$ cat src/rtl/pata_pkg.sv
package pata_pkg;
  localparam int REG_W = 16;
  localparam int CNT_W = 3;
  localparam logic [REG_W-1:0] PRIM_KEEP  = 16'hF3FF;
  localparam logic [REG_W-1:0] SLAVE_KEEP = 16'h000F;
  localparam logic [CNT_W-1:0] COMPAT_STROBE = 3'd5;
  localparam logic [CNT_W-1:0] COMPAT_RECOV  = 3'd4;

  typedef struct packed {
    logic [CNT_W-1:0] strobe_clks;
    logic [CNT_W-1:0] recov_clks;
    logic             use_iordy;
  } timing_t;

  typedef enum logic [1:0] {ST_IDLE, ST_STROBE, ST_RECOV} phase_e;

  function automatic logic [CNT_W-1:0] sample_decode(input logic [1:0] code);
    case (code)
      2'b01:   return 3'd4;
      2'b10:   return 3'd3;
      default: return 3'd5; // 00 and the reserved 11
    endcase
  endfunction

  function automatic logic [CNT_W-1:0] recov_decode(input logic [1:0] code);
    return 3'd4 - {1'b0, code};
  endfunction
endpackage

$ cat src/rtl/pata_timing_regs.sv
module pata_timing_regs
  import pata_pkg::*;
(
  input  logic             clk,
  input  logic             rst,
  input  logic             we,
  input  logic             addr,
  input  logic [REG_W-1:0] wdata,
  output logic [REG_W-1:0] prim_q,
  output logic [REG_W-1:0] slave_q
);
  always_ff @(posedge clk) begin
    if (rst) begin
      prim_q  <= '0;
      slave_q <= '0;
    end else if (we) begin
      if (addr) slave_q <= wdata & SLAVE_KEEP;
      else      prim_q  <= wdata & PRIM_KEEP;
    end
  end

  // reserved field stays clear after any primary write
  a_r3_reserved_clear: assert property (@(posedge clk) disable iff (rst)
    (we && !addr) |=> (prim_q[11:10] == 2'b00));
  // slave timing codes land as written
  a_r2_slave_codes: assert property (@(posedge clk) disable iff (rst)
    (we && addr) |=> (slave_q[3:0] == $past(wdata[3:0])));
endmodule

$ cat src/rtl/pata_timing_sel.sv
module pata_timing_sel
  import pata_pkg::*;
(
  input  logic [REG_W-1:0] prim_q,
  input  logic [REG_W-1:0] slave_q,
  input  logic             drive,
  input  logic             data_port,
  input  logic             dma,
  output timing_t          tm
);
  logic       fast_bank, dma_only, iordy_en, use_fast, use_slave;
  logic [1:0] samp_code, rec_code;

  always_comb begin
    fast_bank = drive ? prim_q[4] : prim_q[0];
    dma_only  = drive ? prim_q[7] : prim_q[3];
    iordy_en  = drive ? prim_q[5] : prim_q[1];
    use_slave = drive && prim_q[14];
    samp_code = use_slave ? slave_q[3:2] : prim_q[13:12];
    rec_code  = use_slave ? slave_q[1:0] : prim_q[9:8];
    use_fast  = data_port && fast_bank && (!dma_only || dma);
    if (use_fast) begin
      tm.strobe_clks = sample_decode(samp_code);
      tm.recov_clks  = recov_decode(rec_code);
      tm.use_iordy   = iordy_en;
    end else begin
      tm.strobe_clks = COMPAT_STROBE;
      tm.recov_clks  = COMPAT_RECOV;
      tm.use_iordy   = 1'b0;
    end
  end
endmodule

$ cat src/rtl/pata_strobe_fsm.sv
module pata_strobe_fsm
  import pata_pkg::*;
(
  input  logic    clk,
  input  logic    rst,
  input  logic    req_valid,
  input  logic    req_write,
  input  logic    dec_en,
  input  timing_t tm,
  input  logic    iordy,
  output logic    ior_n,
  output logic    iow_n,
  output logic    done
);
  phase_e           phase;
  logic [CNT_W-1:0] cnt;
  logic [CNT_W-1:0] rec_hold;
  logic             watch_rdy;

  always_ff @(posedge clk) begin
    if (rst) begin
      phase     <= ST_IDLE;
      cnt       <= '0;
      rec_hold  <= '0;
      watch_rdy <= 1'b0;
      ior_n     <= 1'b1;
      iow_n     <= 1'b1;
      done      <= 1'b0;
    end else begin
      done <= 1'b0;
      case (phase)
        ST_IDLE: if (req_valid && dec_en) begin
          phase     <= ST_STROBE;
          cnt       <= tm.strobe_clks - 3'd1;
          rec_hold  <= tm.recov_clks;
          watch_rdy <= tm.use_iordy;
          if (req_write) iow_n <= 1'b0;
          else           ior_n <= 1'b0;
        end
        ST_STROBE: begin
          if (cnt != '0) cnt <= cnt - 3'd1;
          else if (!watch_rdy || iordy) begin
            ior_n <= 1'b1;
            iow_n <= 1'b1;
            phase <= ST_RECOV;
            cnt   <= rec_hold - 3'd1;
          end
        end
        ST_RECOV: begin
          if (cnt != '0) cnt <= cnt - 3'd1;
          else begin
            phase <= ST_IDLE;
            done  <= 1'b1;
          end
        end
        default: phase <= ST_IDLE;
      endcase
    end
  end

  // a disabled channel never starts a strobe
  a_r10_gate_off: assert property (@(posedge clk) disable iff (rst)
    (phase == ST_IDLE && !dec_en) |=> (ior_n && iow_n));
  // never both strobes at once
  a_r12_single_strobe: assert property (@(posedge clk) disable iff (rst)
    (ior_n || iow_n));
  // done lasts one clock
  a_r11_done_pulse: assert property (@(posedge clk) disable iff (rst)
    done |=> !done);
  // a low ready line at the sample point keeps the strobe on
  a_r9_ready_stretch: assert property (@(posedge clk) disable iff (rst)
    (phase == ST_STROBE && cnt == '0 && watch_rdy && !iordy) |=> (!ior_n || !iow_n));
  // recovery is quiet on both strobes
  a_r5_recov_quiet: assert property (@(posedge clk) disable iff (rst)
    (phase == ST_RECOV) |-> (ior_n && iow_n));
  // resolved strobe width stays in the legal range
  a_r4_width_range: assert property (@(posedge clk) disable iff (rst)
    (phase == ST_IDLE && req_valid && dec_en) |-> (tm.strobe_clks >= 3'd3 && tm.strobe_clks <= 3'd5));
endmodule

$ cat src/rtl/pata_strobe_timer.sv
module pata_strobe_timer
  import pata_pkg::*;
(
  input  logic        clk,
  input  logic        rst,
  input  logic        reg_we,
  input  logic        reg_addr,
  input  logic [15:0] reg_wdata,
  output logic [15:0] rd_data,
  input  logic        req_valid,
  input  logic        req_drive,
  input  logic        req_data_port,
  input  logic        req_dma,
  input  logic        req_write,
  input  logic        iordy,
  output logic        ior_n,
  output logic        iow_n,
  output logic        done
);
  logic [REG_W-1:0] prim_q, slave_q;
  timing_t          tm;

  pata_timing_regs u_regs (
    .clk(clk), .rst(rst), .we(reg_we), .addr(reg_addr), .wdata(reg_wdata),
    .prim_q(prim_q), .slave_q(slave_q)
  );

  assign rd_data = reg_addr ? slave_q : prim_q;

  pata_timing_sel u_sel (
    .prim_q(prim_q), .slave_q(slave_q), .drive(req_drive),
    .data_port(req_data_port), .dma(req_dma), .tm(tm)
  );

  pata_strobe_fsm u_fsm (
    .clk(clk), .rst(rst), .req_valid(req_valid), .req_write(req_write),
    .dec_en(prim_q[15]), .tm(tm), .iordy(iordy),
    .ior_n(ior_n), .iow_n(iow_n), .done(done)
  );
endmodule

$ cat config.mk
export PLATFORM = sky130hd
export DESIGN_NAME = pata_strobe_timer
export DESIGN_NICKNAME = d
export VERILOG_FILES = /design/src/rtl/pata_pkg.sv /design/src/rtl/pata_timing_regs.sv /design/src/rtl/pata_timing_sel.sv /design/src/rtl/pata_strobe_fsm.sv /design/src/rtl/pata_strobe_timer.sv
export SDC_FILE = /design/constraint.sdc
export NUM_CORES = 1
export LEC_CHECK = 0
export BUFFER_PORTS_ARGS = -buffer_cell sky130_fd_sc_hd__buf_2
export CAP_MARGIN = 20
export CORE_MARGIN = 2
export CORE_UTILIZATION = 47
export CTS_BUF_LIST = sky130_fd_sc_hd__clkbuf_16
export DETAILED_ROUTE_END_ITERATION = 6
export PLACE_DENSITY_LB_ADDON = 0.25
export RECOVER_POWER = 100
export SLEW_MARGIN = 20
export SYNTH_ARGS = -nofsm -noshare
export SYNTH_HDL_FRONTEND = slang
export SYNTH_SLANG_ARGS = --single-unit
$ cat constraint.sdc
create_clock -name clk -period 1.7 [get_ports clk]
set_input_delay 0.255 -clock clk [delete_from_list [all_inputs] [get_ports clk]]
set_output_delay 0.255 -clock clk [all_outputs]
set_load 0.05 [all_outputs]
Word level (Yosys, flattened, before mapping)
Cells that the tools add are included. Widths: inputs -> output; s select.

Add/subtract/negate cells: 4. Equal/unequal tests: 12. Mux-type cells: 27. Bitwise logic cells: 2. Reduce and logical (&&, ||, !) cells: 20.

Operators by type and width (count): $mux 16 (1); $mux 2 (6); $mux 3 (4); $mux 1 (10); $reduce_and 5->1 (2); $pmux 3 s3 (1); $sub 3x1->3 const B (3); $ne 2x2->1 const B (4); $reduce_and 4->1 (2); $mux 7 (1); $ne 2x1->1 const B (3); $pmux 2 s3 (1); $pmux 3 s2 (1); $reduce_and 2->1 (3); $reduce_bool 3->1 (2); $eq 2x1->1 const B (2); $eq 2x2->1 const B (2); $logic_and 1x1->1 (4); $pmux 1 s2 (2); $ne 3x1->1 const B (1); $sub 3x2->3 const A (1); $logic_not 1->1 (2); $logic_not 2->1 (1); $logic_or 1x1->1 (2); other kinds (3) (4).

Bits in registers: 30. Input bits: 26.

Depth between registers and ports, before layout
Gate-level depths: netlist (run 1).

Word-level depth: 8. Gate-level depth with buffers: 9. Gate-level depth less buffers: 8.

By module
A second synthesis (run 1) with hierarchy kept.

Cells, all modules: 219. Area total of the unflattened synthesis: 2153.3 um^2.

Modules (own cells, without submodules): pata_timing_regs (times used 1, cells an instance 92, area each 972.2 um^2, sequential area each 360.3 um^2); pata_strobe_fsm (times used 1, cells an instance 88, area each 763.2 um^2, sequential area each 240.2 um^2); pata_strobe_timer (times used 1, cells an instance 18, area each 249.0 um^2, sequential area each 0.0 um^2); pata_timing_sel (times used 1, cells an instance 21, area each 168.9 um^2, sequential area each 0.0 um^2).

Worst setup path after synthesis (run 1)
Ideal clock, no wire load.

Path kind: input -> output. From: in reg_addr. To: out rd_data[12]. Arrival time: 1.329 ns. Required time: 1.445 ns. Slack: 0.116 ns. Stages: 3. Path through: buf_2 buf_1 nor2b_1.

Word-level cells in the longest chain between the ends: 1.

Ends and longest elaborated chain: from (decl) (line pata_strobe_timer.sv:7) `input logic reg_addr,`; $mux 16 (line pata_strobe_timer.sv:28) `assign rd_data = reg_addr ? slave_q : prim_q;`; to (decl) (line pata_strobe_timer.sv:9) `output logic [15:0] rd_data,`.

No other way between the ends.

Worst setup path in the final report (run 1)
From: reg u_fsm.phase[0]. To: reg u_fsm.cnt[2].

Word-level cells in the longest chain between the ends: 3.

Ends and longest elaborated chain: from (decl) (line pata_strobe_fsm.sv:15) `phase_e phase;`; from (signal assigned) (line pata_strobe_fsm.sv:22) `phase <= ST_IDLE;`; from (signal assigned) (line pata_strobe_fsm.sv:33) `phase <= ST_STROBE;`; from (signal assigned) (line pata_strobe_fsm.sv:45) `phase <= ST_RECOV;`; $eq 2x1->1 (tied with other cells) (line pata_strobe_fsm.sv:31) `case (phase)`; $ne 3x1->1 (no source line) (tied with other cells); $reduce_and 4->1 (no source line); to (signal assigned) (line pata_strobe_fsm.sv:34) `cnt <= tm.strobe_clks - 3'd1;`; to (signal assigned) (line pata_strobe_fsm.sv:41) `if (cnt != '0) cnt <= cnt - 3'd1;`; to (signal assigned) (line pata_strobe_fsm.sv:46) `cnt <= rec_hold - 3'd1;`; to (decl) (line pata_strobe_fsm.sv:16) `logic [CNT_W-1:0] cnt;`.

Several ways; a longest one is shown, not always the timed one. A chain may end at the register's enable or synchronous reset.

==> results of run 1 <==
power breakdown:
part,internal [mW],switching [mW]
Combinational,0.289,0.457
Clock,0.518,0.285
Sequential,0.772,0.0549
Total,1.58,0.797
area by class of cell:
cell class / count / area, sq um
fill: 339 / 1270
multi-input combinational: 158 / 997
sequential: 30 / 603
timing repair buffer: 53 / 272
clock buffer: 5 / 125
tap: 46 / 57.6
inverter: 9 / 33.8
clock inverter: 1 / 3.75
metrics by stage:
stage	power [mW]	TNS, ps
after CTS	2.36	0
final	2.38	0
after global routing	2.53	-1.91
after floorplan	1.36	0
after detailed placement	1.55	-3.48
after global placement	1.54	0
timing repair:
action / 4_1_cts / 5_1_grt
setup buffers: 0 / 0
gates resized for setup: 0 / 9
hold endpoints to repair: 0 / 0
hold buffers: 0 / 0
setup endpoints to repair: 0 / 4
final timing paths:
path	startpoint	to	slack, ps	cells after the start
max	u_fsm.phase[0]$_SDFFE_PP0P_	u_fsm.cnt[2]$_SDFFE_PP0P_	120	7
min	reg_wdata[12]	u_regs.prim_q[12]$_SDFFE_PP0P_	220	3
max reg2reg	u_fsm.phase[0]$_SDFFE_PP0P_	u_fsm.cnt[2]$_SDFFE_PP0P_	120	7
min reg2reg	u_regs.prim_q[6]$_SDFFE_PP0P_	u_regs.prim_q[6]$_SDFFE_PP0P_	450	2
sequential cells by signal (all words and copies together), names as in the netlist:
name / flops
u_fsm.iow_n: 1
u_fsm.ior_n: 1
u_fsm.cnt: 3
u_fsm.rec_hold: 3
u_fsm.phase: 2
u_regs.slave_q: 4
u_fsm.done: 1
u_fsm.watch_rdy: 1
u_regs.prim_q: 14
cells by family after synthesis:
kind of cell	share of synthesized area [%]
simple gates	25.4
compound gates	17.7
flops	36.0
buf+inv	6.00
fa+ha+maj	7.50
mux	6.67
other cells	0.225
xor+xnor	0.525
cell usage in the layout, fill, tap and decap left out, drive strengths merged, types with 6 or more instances in the layout:
cell	count
dfxtp	30
ha	10
o21ai	9
nor2	10
nand2	40
clkbuf	25
inv	9
a21oi	26
mux2	6
nand3	6
buf	33
nand2b	6
nor2b	13
tightest hold or removal path: stages:
cell	delay (ps)
buf_2	100
nand2_1	40
a21oi_1	50
metal layers:
| metal | routed length [um] | global-route usage (%) | share of wire [%] | vias up |
|---|---|---|---|---|
| met5 | 0 | 0 | 0 | - |
| met4 | 52 | 7.61 | 1.4 | 0 |
| met3 | 162 | 5.36 | 4.3 | 6 |
| met2 | 1770 | 33.8 | 47 | 36 |
| met1 | 1770 | 25.7 | 47 | 721 |
| li1 | - | - | - | 800 |
==> results.json, run 1 <==
{
  "powerDensity_mw_per_mm2": 1140,
  "cts_num_sinks": 30,
  "finish.utilization_pct": 62.2,
  "cp-start-kind": "flip-flop",
  "cts_htree_levels": 2,
  "path_clk_slew_ps": 50,
  "antenna_found_initial": 0,
  "fin_ws_ps": 121,
  "slowest_stage": "or3b_1",
  "tightest_slew_ps": 614,
  "cap_violations": 0,
  "clk_latency_ps": 270,
  "root_buffer": "clkbuf_16",
  "setup_violations": 0,
  "hold_viol": 0,
  "design_area_sq_mm": 0.00209,
  "start_util_pct": 49.6,
  "cp_top_family": "simple AND/OR/NAND/NOR gates",
  "period_share_pct": 92.9,
  "placedCellCount": 296,
  "slew_headroom_pct": 59.2,
  "yosysMostFrequentCell": "nand2_1",
  "core_area_sq_mm": 0.00336,
  "die_x_um": 63.6,
  "n_antenna_cell": 0,
  "syn_avg_cell_area_sq_um": 8.06,
  "synth.largest_area_cell": "dfxtp_1",
  "vias": 1563,
  "place_ws_ps": -3.48,
  "gp_congestion": 0.792,
  "die_h_um": 63.6,
  "synth_area_sq_mm": 0.00167,
  "drt_pass1_iterations": 4,
  "grt_max_degree": 27,
  "fmax_mhz": 633,
  "ys_top_cells_by_count": "nand2_1, dfxtp_1, a21oi_1",
  "die_area_sq_mm": 0.00404,
  "ys_warn_count": 0,
  "min_period_ps": 1580,
  "crit_fanout": 5,
  "layout-drive-gt1-share_pct": 25.4,
  "row_count": 21,
  "dpl-instance-area_sq_mm": 0.00196,
  "dp_hpwl_um": 2720,
  "synth-seq-cells": 30,
  "crit_type": "reg -> reg",
  "drv_slew": 0,
  "peakVddDrop_mv": 0.551,
  "crit_chain": "inv_1 -> ha_1 -> a21boi_2 -> nor2_2 -> o21ai_2 -> or3b_1 -> a21oi_2",
  "port_buffers": 40,
  "finalNetCount": 293,
  "crit_path_end_kind": "flip-flop",
  "drtAntennaViolNets": 0,
  "power.leakage_nw": 0.832,
  "overflow": 0,
  "hold_class": "in -> reg",
  "ctsLongestPathBuffers": 2,
  "cts-buffers-inserted": 5,
  "fin_cells": 302,
  "vias_per_cell": 5.18,
  "drt_wl_total_um": 3750,
  "grt_usage_pct": 20.6,
  "areaGrowthSynthToFinish_pct": 25.3,
  "grt_pass1_wl_um": 6540,
  "cp.required_ps": 1910,
  "avgRoutedWirePerCell_um": 12.4,
  "drtIter0Drc": 67,
  "synthFlopType": "dfxtp_1",
  "io_pins": 45,
  "cp_num_buf_inv": 1,
  "synth_edf_count": 0,
  "synthTopCellsByArea": "dfxtp_1, nand2_1, ha_1, a21oi_1, nor2b_1",
  "cts_tree": "built",
  "drcViolationCount": 0,
  "status": "completed",
  "grt_pass1_vias": 1517,
  "synth_top_area_share_pct": 36.0,
  "synth-seq-area-share_pct": 36.0,
  "arrival_ps": 1790,
  "ys_types": 41,
  "skew_ps": 7.88,
  "async_flop_share_pct": 0,
  "max_stage_delay_ps": 390,
  "syn_inst": 207,
  "holdWs_ps": 216
}
No activity file was read; power rests on OpenSTA's default activity.
==> run 2, diff against run 1 <==
--- a/config.mk
+++ b/config.mk
@@ -5,14 +5,14 @@
 export SDC_FILE = /design/constraint.sdc
 export NUM_CORES = 1
 export LEC_CHECK = 0
-export BUFFER_PORTS_ARGS = -buffer_cell sky130_fd_sc_hd__buf_2
+export BUFFER_PORTS_ARGS = -buffer_cell sky130_fd_sc_hd__buf_4
 export CAP_MARGIN = 20
 export CORE_MARGIN = 2
 export CORE_UTILIZATION = 47
 export CTS_BUF_LIST = sky130_fd_sc_hd__clkbuf_16
 export DETAILED_ROUTE_END_ITERATION = 6
 export PLACE_DENSITY_LB_ADDON = 0.25
-export RECOVER_POWER = 100
+export SETUP_SLACK_MARGIN = 0.4
 export SLEW_MARGIN = 20
 export SYNTH_ARGS = -nofsm -noshare
 export SYNTH_HDL_FRONTEND = slang
==> run 2 against run 1 <==
  * Sequential share of layout area shrank 3.6 points
  * Cell count is the same
  * Largest cell class unchanged
  * Critical path type unchanged
  * First-iteration DRC count is 22% lower
  * Non-clock buffer count down 2
==> results.json, run 2 (synthesis gave the netlist of run 1 again) <==
{
  "drtIter0Drc": 52,
  "dpl-instance-area_sq_mm": 0.00207,
  "skew_ps": 3.64,
  "total_power_mw": 2.77,
  "fmax_mhz": 636,
  "die_area_sq_mm": 0.00404,
  "grt_pass1_vias": 1442,
  "max_stage_delay_ps": 360,
  "grt_usage_pct": 20.5,
  "cts_tree": "built",
  "cp.required_ps": 1910,
  "hold_class": "in -> reg",
  "drv_slew": 0,
  "gp_congestion": 0.837,
  "vias": 1569,
  "cts_num_sinks": 30,
  "overflow": 0,
  "startpoint": "u_regs.prim_q[0]$_SDFFE_PP0P_",
  "layout-drive-gt1-share_pct": 44.9,
  "largest_register_ffs": 14,
  "dp_hpwl_um": 2600,
  "layout_common_cells": "buf_4, nand2_1, a21oi_1, dfxtp_1, dfxtp_2",
  "areaGrowthSynthToFinish_pct": 50.3,
  "finish.utilization_pct": 74.6,
  "grt_setup_unrepaired": "true",
  "grt_pass1_wl_um": 6490,
  "port_buffers": 40,
  "drt_pass1_iterations": 4,
  "design_area_sq_mm": 0.00251,
  "hold_viol": 0,
  "holdWs_ps": 223,
  "crit_fanout": 3,
  "n_antenna_cell": 0,
  "final_common_cell": "buf_4",
  "largest-register": "u_regs.prim_q",
  "powerDensity_mw_per_mm2": 1100,
  "period_share_pct": 92.4,
  "ctsLongestPathBuffers": 2,
  "placedCellCount": 286,
  "power.leakage_nw": 0.995,
  "fin_cells": 302,
  "die_x_um": 63.6,
  "status": "completed",
  "drtAntennaViolNets": 0,
  "arrival_ps": 1780,
  "cap_violations": 0,
  "die_h_um": 63.6,
  "top_regs": "u_regs.prim_q: 14 flops, u_regs.slave_q: 4 flops",
  "io_pins": 45,
  "worstReg2RegStart": "u_regs.prim_q[0]$_SDFFE_PP0P_",
  "core_area_sq_mm": 0.00336,
  "drcViolationCount": 0,
  "cts_htree_levels": 2,
  "cts-buffers-inserted": 5,
  "vias_per_cell": 5.20,
  "setup_violations": 0,
  "path_clk_slew_ps": 50,
  "place_ws_ps": 11.1,
  "drt_wl_total_um": 4330,
  "root_buffer": "clkbuf_16",
  "clk_latency_ps": 270,
  "cp-start-kind": "flip-flop",
  "crit_type": "reg -> reg",
  "setup-tns-final_ps": 0,
  "row_count": 21,
  "slowest_stage": "or3b_1",
  "crit_path_end_kind": "flip-flop",
  "fillers": 258,
  "avgRoutedWirePerCell_um": 14.3,
  "min-delay-start": "reg_wdata[7]",
  "min_period_ps": 1570,
  "finalNetCount": 291,
  "fin_ws_ps": 129,
  "peakVddDrop_mv": 0.671,
  "crit_chain": "mux2_4 -> o211ai_2 -> a21o_1 -> ha_1 -> nor2_1 -> or3b_1 -> a21oi_2",
  "start_util_pct": 49.6,
  "grt_max_degree": 32,
  "antenna_found_initial": 0
}
[run 2: changes by cell type in the layout (fill, tap and decap cells not counted), sizes merged]
cell,before,now
inv,9,11
bufinv,0,1
buf,33,51
clkbuf,25,5
clkinv,1,0
[run 2: layout make-up]
| cell class | instances | area, sq um | area share [%] |
|---|---|---|---|
| sequential | 30 | 632 | 25.2 |
| tap | 46 | 57.6 | 2.29 |
| timing repair buffer | 51 | 439 | 17.5 |
| clock buffer | 5 | 125 | 4.99 |
| clock inverter | 3 | 37.5 | 1.50 |
| inverter | 9 | 38.8 | 1.55 |
| multi-input combinational | 158 | 1180 | 47.0 |
[run 2: worst paths after layout]
kind,cells after the start,endpoint,slack (ps)
max,7,u_fsm.cnt[2]$_SDFFE_PP0P_,130
min,3,u_regs.prim_q[7]$_SDFFE_PP0P_,220
max reg2reg,7,u_fsm.cnt[2]$_SDFFE_PP0P_,130
min reg2reg,2,u_regs.prim_q[6]$_SDFFE_PP0P_,460
[run 2: power by group]
group	internal (mW)	switching (mW)	leakage [nW]
Combinational	0.431	0.503	0.656
Sequential	0.774	0.0734	0.253
Clock	0.679	0.304	0.0864
Total	1.88	0.881	0.995
[run 2: what timing repair did]
item | 4_1_cts | 5_1_grt
pin swaps | 3 | 10
buffers inserted | 4 | 4
gates resized for setup | 25 | 42
setup endpoints to repair | 15 | 19
hold buffers | 0 | 0
[run 2: routing by layer]
layer | track usage, % | vias up | share of wire (%)
li1 | - | 793 | -
met1 | 25.3 | 724 | 44
met2 | 34.6 | 43 | 49
met3 | 5.18 | 9 | 4.4
met4 | 6.79 | 0 | 2.1
met5 | 0 | - | 0
[run 2: worst max-delay path: cells and delay by family (launching register included)]
family / cells / cell delay (ps)
AOI/OAI and AO/OA: 3 / 380
adders and majority gates: 1 / 150
DFF: 1 / 320
muxes: 1 / 270
and+or+nand+nor: 2 / 390
==> run 3, diff against run 2 <==
--- a/config.mk
+++ b/config.mk
@@ -8,9 +8,10 @@
 export BUFFER_PORTS_ARGS = -buffer_cell sky130_fd_sc_hd__buf_4
 export CAP_MARGIN = 20
 export CORE_MARGIN = 2
-export CORE_UTILIZATION = 47
+export CORE_UTILIZATION = 30
 export CTS_BUF_LIST = sky130_fd_sc_hd__clkbuf_16
 export DETAILED_ROUTE_END_ITERATION = 6
+export GPL_ROUTABILITY_DRIVEN = 0
 export PLACE_DENSITY_LB_ADDON = 0.25
 export SETUP_SLACK_MARGIN = 0.4
 export SLEW_MARGIN = 20
==> run 3 against run 2 <==
  * Worst setup slack gained 16 ps
  * Clock skew is 4.2 ps higher
  * Global-route usage shrank 6.2 points
  * First-iteration DRC count is 12% lower
  * Via count rose by 1.1%
  * Register-to-register slack improved by 20 ps
  * Flip-flop and latch count is the same
  * Combinational power up 20%
  * Critical path depth down 1
  * Utilization is 27 points lower
  * Largest power group is now combinational cells
  * Highest routed layer unchanged
==> results.json, run 3 (synthesis gave the netlist of run 1 again) <==
{
  "status": "completed",
  "crit_chain": "mux2i_1 -> o211ai_2 -> a21o_1 -> ha_1 -> a211o_1 -> a21oi_2",
  "finalNetCount": 298,
  "drtIter0Drc": 46,
  "placedCellCount": 313,
  "arrival_ps": 1750,
  "avgRoutedWirePerCell_um": 12.8,
  "largest_register_ffs": 14,
  "grt_max_degree": 32,
  "max_stage_delay_ps": 320,
  "drtAntennaViolNets": 0,
  "antenna_found_initial": 0,
  "areaGrowthSynthToFinish_pct": 55.8,
  "hold_viol": 0,
  "cp_num_buf_inv": 0,
  "hold_class": "in -> reg",
  "gr-usage-met1_pct": 18.1,
  "rrSetupSlack_ps": 150,
  "min_period_ps": 1550,
  "cts_num_sinks": 30,
  "die_h_um": 78.6,
  "use_met2_pct": 23.8,
  "cap_violations": 0,
  "grt_pass1_wl_um": 7070,
  "finish.utilization_pct": 47.8,
  "cts_htree_levels": 2,
  "peakVddDrop_mv": 0.494,
  "slowest_stage": "dfxtp_2",
  "root_buffer": "clkbuf_16",
  "hold_buffers": 0,
  "top_usage_layer": "met2",
  "n_antenna_cell": 0,
  "largest-register": "u_regs.prim_q",
  "fillers": 521,
  "row_count": 27,
  "vias": 1586,
  "cp.required_ps": 1900,
  "path_clk_slew_ps": 50,
  "final_common_cell": "buf_4",
  "use_met3_pct": 3.68,
  "ctsLongestPathBuffers": 2,
  "port_buffers": 40,
  "core_area_sq_mm": 0.00544,
  "tightest_slew_ps": 519,
  "powerDensity_mw_per_mm2": 1060,
  "vias_per_cell": 4.76,
  "grt_setup_unrepaired": "true",
  "io_pins": 45,
  "clk_latency_ps": 270,
  "slew_headroom_pct": 65.4,
  "cts_tree": "built",
  "grt_pass1_vias": 1551,
  "total_power_mw": 2.75,
  "crit_path_end_kind": "flip-flop",
  "drcViolationCount": 0,
  "layout-drive-gt1-share_pct": 48.3,
  "die_x_um": 78.6,
  "cts-buffers-inserted": 5,
  "crit_type": "reg -> reg",
  "setup_violations": 0,
  "power.leakage_nw": 1.01,
  "crit_fanout": 3,
  "fmax_mhz": 643,
  "top_regs": "u_regs.prim_q: 14 flops, u_regs.slave_q: 4 flops",
  "overflow": 0,
  "grt_usage_pct": 14.3,
  "period_share_pct": 91.5,
  "drt_pass1_iterations": 4,
  "layout_common_cells": "buf_4, nand2_1, a21oi_1, dfxtp_1, dfxtp_2",
  "fin_cells": 333,
  "drv_slew": 0,
  "drt_wl_total_um": 4260,
  "die_area_sq_mm": 0.00618,
  "start_util_pct": 30.7,
  "cp_top_family": "compound AO/OA/AOI/OAI gates",
  "dp_hpwl_um": 2760,
  "cp-start-kind": "flip-flop",
  "skew_ps": 7.84
}
## run 3: where the power goes
part	total (mW)	internal (mW)	switching (mW)
combinational	1.12	0.541	0.575
clock	0.795	0.518	0.277
sequential	0.842	0.775	0.0672
total	2.75	1.83	0.919
## run 3: final timing paths
| path | startpoint | endpoint | cells past startpoint |
|---|---|---|---|
| max | u_regs.prim_q[7]$_SDFFE_PP0P_ | u_fsm.cnt[1]$_SDFFE_PP0P_ | 6 |
| min | reg_wdata[14] | u_regs.prim_q[14]$_SDFFE_PP0P_ | 3 |
| max reg2reg | u_regs.prim_q[7]$_SDFFE_PP0P_ | u_fsm.cnt[1]$_SDFFE_PP0P_ | 6 |
| min reg2reg | u_regs.prim_q[2]$_SDFFE_PP0P_ | u_regs.prim_q[2]$_SDFFE_PP0P_ | 2 |
## run 3: final cells by class
class	instances	area, sq um	share of cell area [%]
Timing Repair Buffer	58	492	18.9
Clock buffer	5	125	4.81
Clock inverter	1	3.75	0.144
Sequential cell	30	626	24.1
Multi-Input combinational cell	158	1220	47.1
Inverter	9	38.8	1.49
Tap cell	72	90.1	3.46
## run 3: timing repair
| item | in CTS | in global routing |
|---|---|---|
| resized for setup | 37 | 38 |
| endpoints found under the setup margin | 15 | 16 |
| pin swaps | 9 | 8 |
| buffers inserted | 8 | 6 |
## run 3: metal layers
metal | part of all wire [%] | wire length, um | vias to the layer above
li1 | - | - | 805
met1 | 44 | 1890 | 741
met2 | 50 | 2110 | 34
met4 | 1.1 | 46 | 0
met3 | 4.9 | 210 | 6
met5 | 0 | 0 | -
## run 3: tightest hold or removal path: cells and delay by family
family | cells | cell delay, ps
simple gates | 1 | 40
compound gates | 1 | 50
buf+inv | 1 | 110
## run 3: per-stage QoR
stage / area, sq um / setup TNS, ps / worst slack [ps] / hold WS [ps]
5_1_grt: 2600 / 0 / 49.9 / 238
4_1_cts: 2420 / 0 / 114 / 222
3_3_place_gp: 2110 / 0 / 17.8 / 446
3_5_place_dp: 2110 / -8.83 / -8.83 / 454
6_report: 2600 / 0 / 145 / 225
2_1_floorplan: 1760 / 0 / 147 / 390
